$ cat src/rtl/chain_branch_rf.sv
module chain_branch_rf #(
  parameter int W      = 16,
  parameter int NREG   = 16,
  parameter int FW     = 5,
  parameter int MAXLEN = 4
) (
  input  logic          clk,
  input  logic          rst_n,
  input  logic          ins_valid,
  input  logic [FW-1:0] ins_src_a,
  input  logic [FW-1:0] ins_src_b,
  input  logic [FW-1:0] ins_dst,
  input  logic          ins_reads,
  input  logic          ins_writes,
  input  logic          ins_flag,
  input  logic          ins_stall,
  input  logic [1:0]    ins_kind,
  input  logic [W-1:0]  ins_wdata,
  output logic [W-1:0]  opnd_a,
  output logic [W-1:0]  opnd_b
);
  localparam int AW = $clog2(NREG);
  localparam int LW = $clog2(MAXLEN + 1);
  localparam logic [1:0] K_BR = 2'd1;

  logic [W-1:0]  rf    [NREG];
  logic [W-1:0]  saved [NREG];
  logic [LW-1:0] len   [NREG];
  logic [NREG-1:0] act;

  wire [AW-1:0] sa = ins_src_a[AW-1:0];
  wire [AW-1:0] sb = ins_src_b[AW-1:0];
  wire [AW-1:0] da = ins_dst[AW-1:0];

  wire rw_same = ins_reads && (sa == da || sb == da);
  wire wr_en   = ins_valid && ins_writes && da != '0;
  wire extend  = wr_en && !ins_flag && !ins_stall && rw_same && act[da]
                 && len[da] != LW'(MAXLEN);
  wire is_br   = ins_kind == K_BR;
  wire [W-1:0] old_dst = rf[da];

  function automatic logic [W-1:0] pick(input logic [AW-1:0] idx, input logic br);
    if (idx == '0)            return '0;
    else if (br && act[idx])  return saved[idx];
    else                      return rf[idx];
  endfunction

  assign opnd_a = pick(sa, is_br);
  assign opnd_b = pick(sb, is_br);

  always_ff @(posedge clk) begin
    if (!rst_n) begin
      for (int r = 0; r < NREG; r++) begin
        rf[r]    <= '0;
        saved[r] <= '0;
        len[r]   <= '0;
      end
      act <= '0;
    end else if (ins_valid) begin
      act <= '0;
      if (wr_en) begin
        rf[da] <= ins_wdata;
        if (extend) begin
          act[da] <= 1'b1;
          len[da] <= len[da] + LW'(1);
        end else if (!ins_flag) begin
          act[da]   <= 1'b1;
          len[da]   <= LW'(1);
          saved[da] <= rf[da];
        end
      end
    end
  end

  p_zero_r2: assert property (@(posedge clk) disable iff (!rst_n)
    ins_valid && sa == '0 |-> opnd_a == '0);

  p_plain_old_r3: assert property (@(posedge clk) disable iff (!rst_n)
    $past(wr_en && !ins_flag && !extend) && ins_valid && is_br && sa == $past(da)
    |-> opnd_a == $past(old_dst));

  p_jump_now_r6: assert property (@(posedge clk) disable iff (!rst_n)
    $past(wr_en) && ins_valid && ins_kind[1] && sa == $past(da)
    |-> opnd_a == $past(ins_wdata));

  p_flag_new_r7: assert property (@(posedge clk) disable iff (!rst_n)
    $past(wr_en && ins_flag) && ins_valid && is_br && sa == $past(da)
    |-> opnd_a == $past(ins_wdata));

  p_idle_hold_r10: assert property (@(posedge clk) disable iff (!rst_n)
    !ins_valid |=> $stable(act));
endmodule

$ cat config.mk
export PLATFORM = sky130hd
export DESIGN_NAME = chain_branch_rf
export DESIGN_NICKNAME = d
export VERILOG_FILES = /design/src/rtl/chain_branch_rf.sv
export SDC_FILE = /design/constraint.sdc
export NUM_CORES = 1
export LEC_CHECK = 0
export BUFFER_PORTS_ARGS = -buffer_cell sky130_fd_sc_hd__buf_4
export CAP_MARGIN = 20
export CORE_MARGIN = 5
export CORE_UTILIZATION = 40
export CTS_BUF_LIST = sky130_fd_sc_hd__clkbuf_8
export DETAILED_ROUTE_END_ITERATION = 16
export MAX_ROUTING_LAYER = met4
export PLACE_DENSITY_LB_ADDON = 0.1
export SYNTH_ARGS = -nofsm -noshare
export SYNTH_HDL_FRONTEND = slang
export SYNTH_SLANG_ARGS = --single-unit
$ cat constraint.sdc
create_clock -name clk -period 4.5 [get_ports clk]
set_clock_uncertainty 0.1 [all_clocks]
set_input_delay 0.9 -clock clk [delete_from_list [all_inputs] [get_ports clk]]
set_output_delay 0.9 -clock clk [all_outputs]
set_load 0.05 [all_outputs]
==> results.sh <==
export IMPL_status="complete, no violations"
export IMPL_cts_made_buffers=104
export IMPL_port_buffer_count=68
export IMPL_grt_first_pass_wirelength_um=151000
export IMPL_grt_max_degree=75
export IMPL_synth_area_um2=32700
export IMPL_grt_pass1_vias=21400
export IMPL_pin_count=72
export IMPL_routedWlPerCell_um=30.6
export IMPL_clock_latency_ns=0.72
export IMPL_ys_async_sr_fraction_pct=0
export IMPL_via_per_inst=5.98
export IMPL_crit_arrival_ns=3.19
export IMPL_die_w_um=296
export IMPL_crit_slowest_cell="buf_4"
export IMPL_fillers=7108
export IMPL_num_rows=104
export IMPL_cp_end_kind="output port"
export IMPL_worstMarginPinSlew_ns=0.838
export IMPL_multi_input_area_um2=14600
export IMPL_slew_violations=0
export IMPL_fin_crit_ns=4.19
export IMPL_worstSetupStartpointType="input pin"
export IMPL_postLayoutSetupSlackWorst_ns=0.313
export IMPL_seqPwrFrac_pct=48.1
export IMPL_maxCapViolations=0
export IMPL_path_cells="buf_4 > buf_4 > nand3_1 > o211a_1 > or3_1 > buf_4 > o22ai_1 > buf_4"
export IMPL_synth_edff_count=560
export IMPL_post_cts_repair_setup_buffers=0
export IMPL_p_clk_share_pct=34.9
export IMPL_ys_types=52
export IMPL_comb_power_share_pct=16.9
export IMPL_switching_power_mw=3.71
export IMPL_cp_max_fo=23
export IMPL_met2_usage_pct=39.4
export IMPL_pre_cts_ws_ns=0.303
export IMPL_nets=2362
export IMPL_die_h_um=296
export IMPL_grt_usage_pct=25.0
export IMPL_gp_congestion=0.848
export IMPL_grt_use_met1_pct=32.4
export IMPL_report_final_hold_viol_count=0
export IMPL_vias=20700
export IMPL_die_area_um2=87500
export IMPL_synthFlopType="edfxtp_1"
export IMPL_antenna_found_initial=6
export IMPL_vdd_ir_drop_max_mv=0.195
export IMPL_cts_hold_fix_buffers=0
export IMPL_internal_power_mw=9.27
export IMPL_drt_total_wl_um=106000
export IMPL_cts_tree="done"
export IMPL_crit_required_ns=3.50
export IMPL_dr_pass1_iters=5
export IMPL_initial_core_util_pct=40.4
export IMPL_area_growth_pct=14.1
export IMPL_sw_frac_of_total_pct=28.6
export IMPL_avgSynthCellArea_um2=15.1
export IMPL_drive_gt1_share_pct=35.1
export IMPL_max_stage_delay_ns=0.59
export IMPL_ant_nets=0
export IMPL_utilization_pct=46.1
export IMPL_grt_setup_unrepaired="false"
export IMPL_grt_ovfl_total=0
export IMPL_setup_viol=0
export IMPL_max_slew_margin_pct=43.7
export IMPL_dp_hpwl_um=67100
export IMPL_tns_ns=0
export IMPL_path_clk_slew_ns=0.06
export IMPL_ys_ff_latch=576
export IMPL_design_core_area_um2=80800
export IMPL_post_route_drc_count=0
export IMPL_crit_type="in -> out"
export IMPL_htree_levels=3
export IMPL_hp_class="reg -> reg"
export IMPL_fmax_mhz=239
export IMPL_finalCritPeriodShare_pct=93.0
export IMPL_p_per_area_nw_per_um2=348
export IMPL_seqCellArea_um2=17100
export IMPL_totalPowerFinal_mw=13.0
export IMPL_cts_max_path_buffers=3
export IMPL_syn_inst=2157
export IMPL_cts_resized=0
export IMPL_hold_ws_ns=0.385
export IMPL_met3_usage_pct=5.71
export IMPL_ys_seq_area_share_pct=52.5
export IMPL_leakagePower_nw=13.3
export IMPL_ys_warn_count=0
export IMPL_root_buffer="clkbuf_8"
export IMPL_drt_initial_drc_count=2449
export IMPL_cts_sink_count=576
export IMPL_crit_top_cell="buf_4"
export IMPL_top_usage_layer="met2"
==> state kept, by name, indices dropped and copies added (netlist names) <==
signal	count
act	16
len	48
rf	256
saved	256
==> worst max-delay path, delay by kind of cell <==
kind                   cells  cell delay (ns)
buffers and inverters      4             1.22
and+or+nand+nor            2             0.45
AOI/OAI and AO/OA          2             0.59
==> cells in the mapped netlist (2+ instances only) <==
cell,count,area [µm²]
clkbuf_1,99,372
nand2_1,108,405
xor2_1,8,70.1
a2111oi_0,6,52.6
o21ai_0,15,75.1
nor4_1,8,50.1
mux2_2,20,225
mux4_2,400,9010
o41ai_2,5,81.3
buf_6,17,191
ha_1,2,25.0
or2_2,2,12.5
o41ai_4,10,275
nand2b_1,7,43.8
buf_4,6,45.0
nor3_1,18,90.1
a21oi_1,15,75.1
mux2i_1,30,300
o21bai_1,2,15.0
nor4_2,11,138
edfxtp_1,560,16800
nor2_1,284,1070
o211a_1,5,50.1
and2_1,242,1510
nor2b_1,10,62.6
dfxtp_1,16,320
buf_1,19,71.3
a311oi_1,2,17.5
inv_1,74,278
o22ai_1,33,206
or3_1,5,31.3
buf_2,65,325
nand3_1,19,95.1
o21ai_1,16,80.1
==> power by group through the flow <==
| stage | Sequential, mW | Combinational, mW | Clock [mW] |
|---|---|---|---|
| finish | 6.24 | 2.20 | 4.53 |
| global route | 6.27 | 2.29 | 4.88 |
| CTS | 6.24 | 2.20 | 4.64 |
| detailed placement | 6.35 | 2.20 | 0 |
| global placement | 6.33 | 2.19 | 0 |
| floorplan | 6.30 | 1.40 | 0 |
==> final timing paths <==
kind	start	end	slack (ns)	cells after the start
setup / recovery	ins_src_b[2]	opnd_b[13]	0.31	8
hold / removal	act[11]$_SDFFE_PN0P_	act[11]$_SDFFE_PN0P_	0.38	2
setup reg to reg	len[14][0]$_SDFFCE_PN0P_	len[2][2]$_SDFFCE_PN0P_	1.18	8
hold reg to reg	act[11]$_SDFFE_PN0P_	act[11]$_SDFFE_PN0P_	0.38	2
==> layout make-up <==
cell class              count  area share, %
clock buffers             107           3.95
clock inverters            78          0.980
inverters                  74          0.745
flip-flops and latches    576           46.0
multi-input cells        1334           39.1
diodes                      4         0.0269
repair buffers            230           5.71
well taps                1060           3.56
==> metal layers <==
metal | vias to the layer above | share of wire [%] | wire length, µm
met2 | 1018 | 48 | 50400
met5 | - | 0 | 0
met1 | 10700 | 40 | 42000
met3 | 256 | 8.7 | 9230
li1 | 8737 | - | -
met4 | 0 | 4.0 | 4290
==> cells in the final DEF (no fill, tap or decap), types with 20 or more instances in the layout <==
cell | synthesis | routed
conb_1 | 1 | 35
and2_1 | 242 | 242
inv_1 | 74 | 106
clkinv_1 | 0 | 29
mux2i_1 | 30 | 30
mux2_2 | 20 | 20
buf_4 | 6 | 195
edfxtp_1 | 560 | 560
nor2_1 | 284 | 284
o22ai_1 | 33 | 33
nand2_1 | 108 | 93
clkbuf_8 | 0 | 107
buf_12 | 0 | 30
mux4_2 | 400 | 400
==> kinds of logic (layout without fill, tap and decap cells) <==
logic type / after synthesis / count (layout) / synth area share (%)
and+or+nand+nor: 725 / 725 / 11.0
DFF: 576 / 576 / 52.5
muxes: 450 / 450 / 29.2
buffers and inverters: 281 / 489 / 3.94
AOI/OAI and AO/OA: 114 / 114 / 3.08
xor gates and xnor gates: 8 / 8 / 0.214
adders and majority gates: 2 / 2 / 0.0766
other: 1 / 39 / 0.0115
==> per-stage QoR <==
stage,instance area (µm²),std cells
2_1_floorplan,32800,2191
3_3_place_gp,35400,3273
3_5_place_dp,35400,3273
4_1_cts,37300,3458
5_1_grt,37300,3463
6_report,37300,3463
Note: power is estimated with default switching activity, not from simulation.
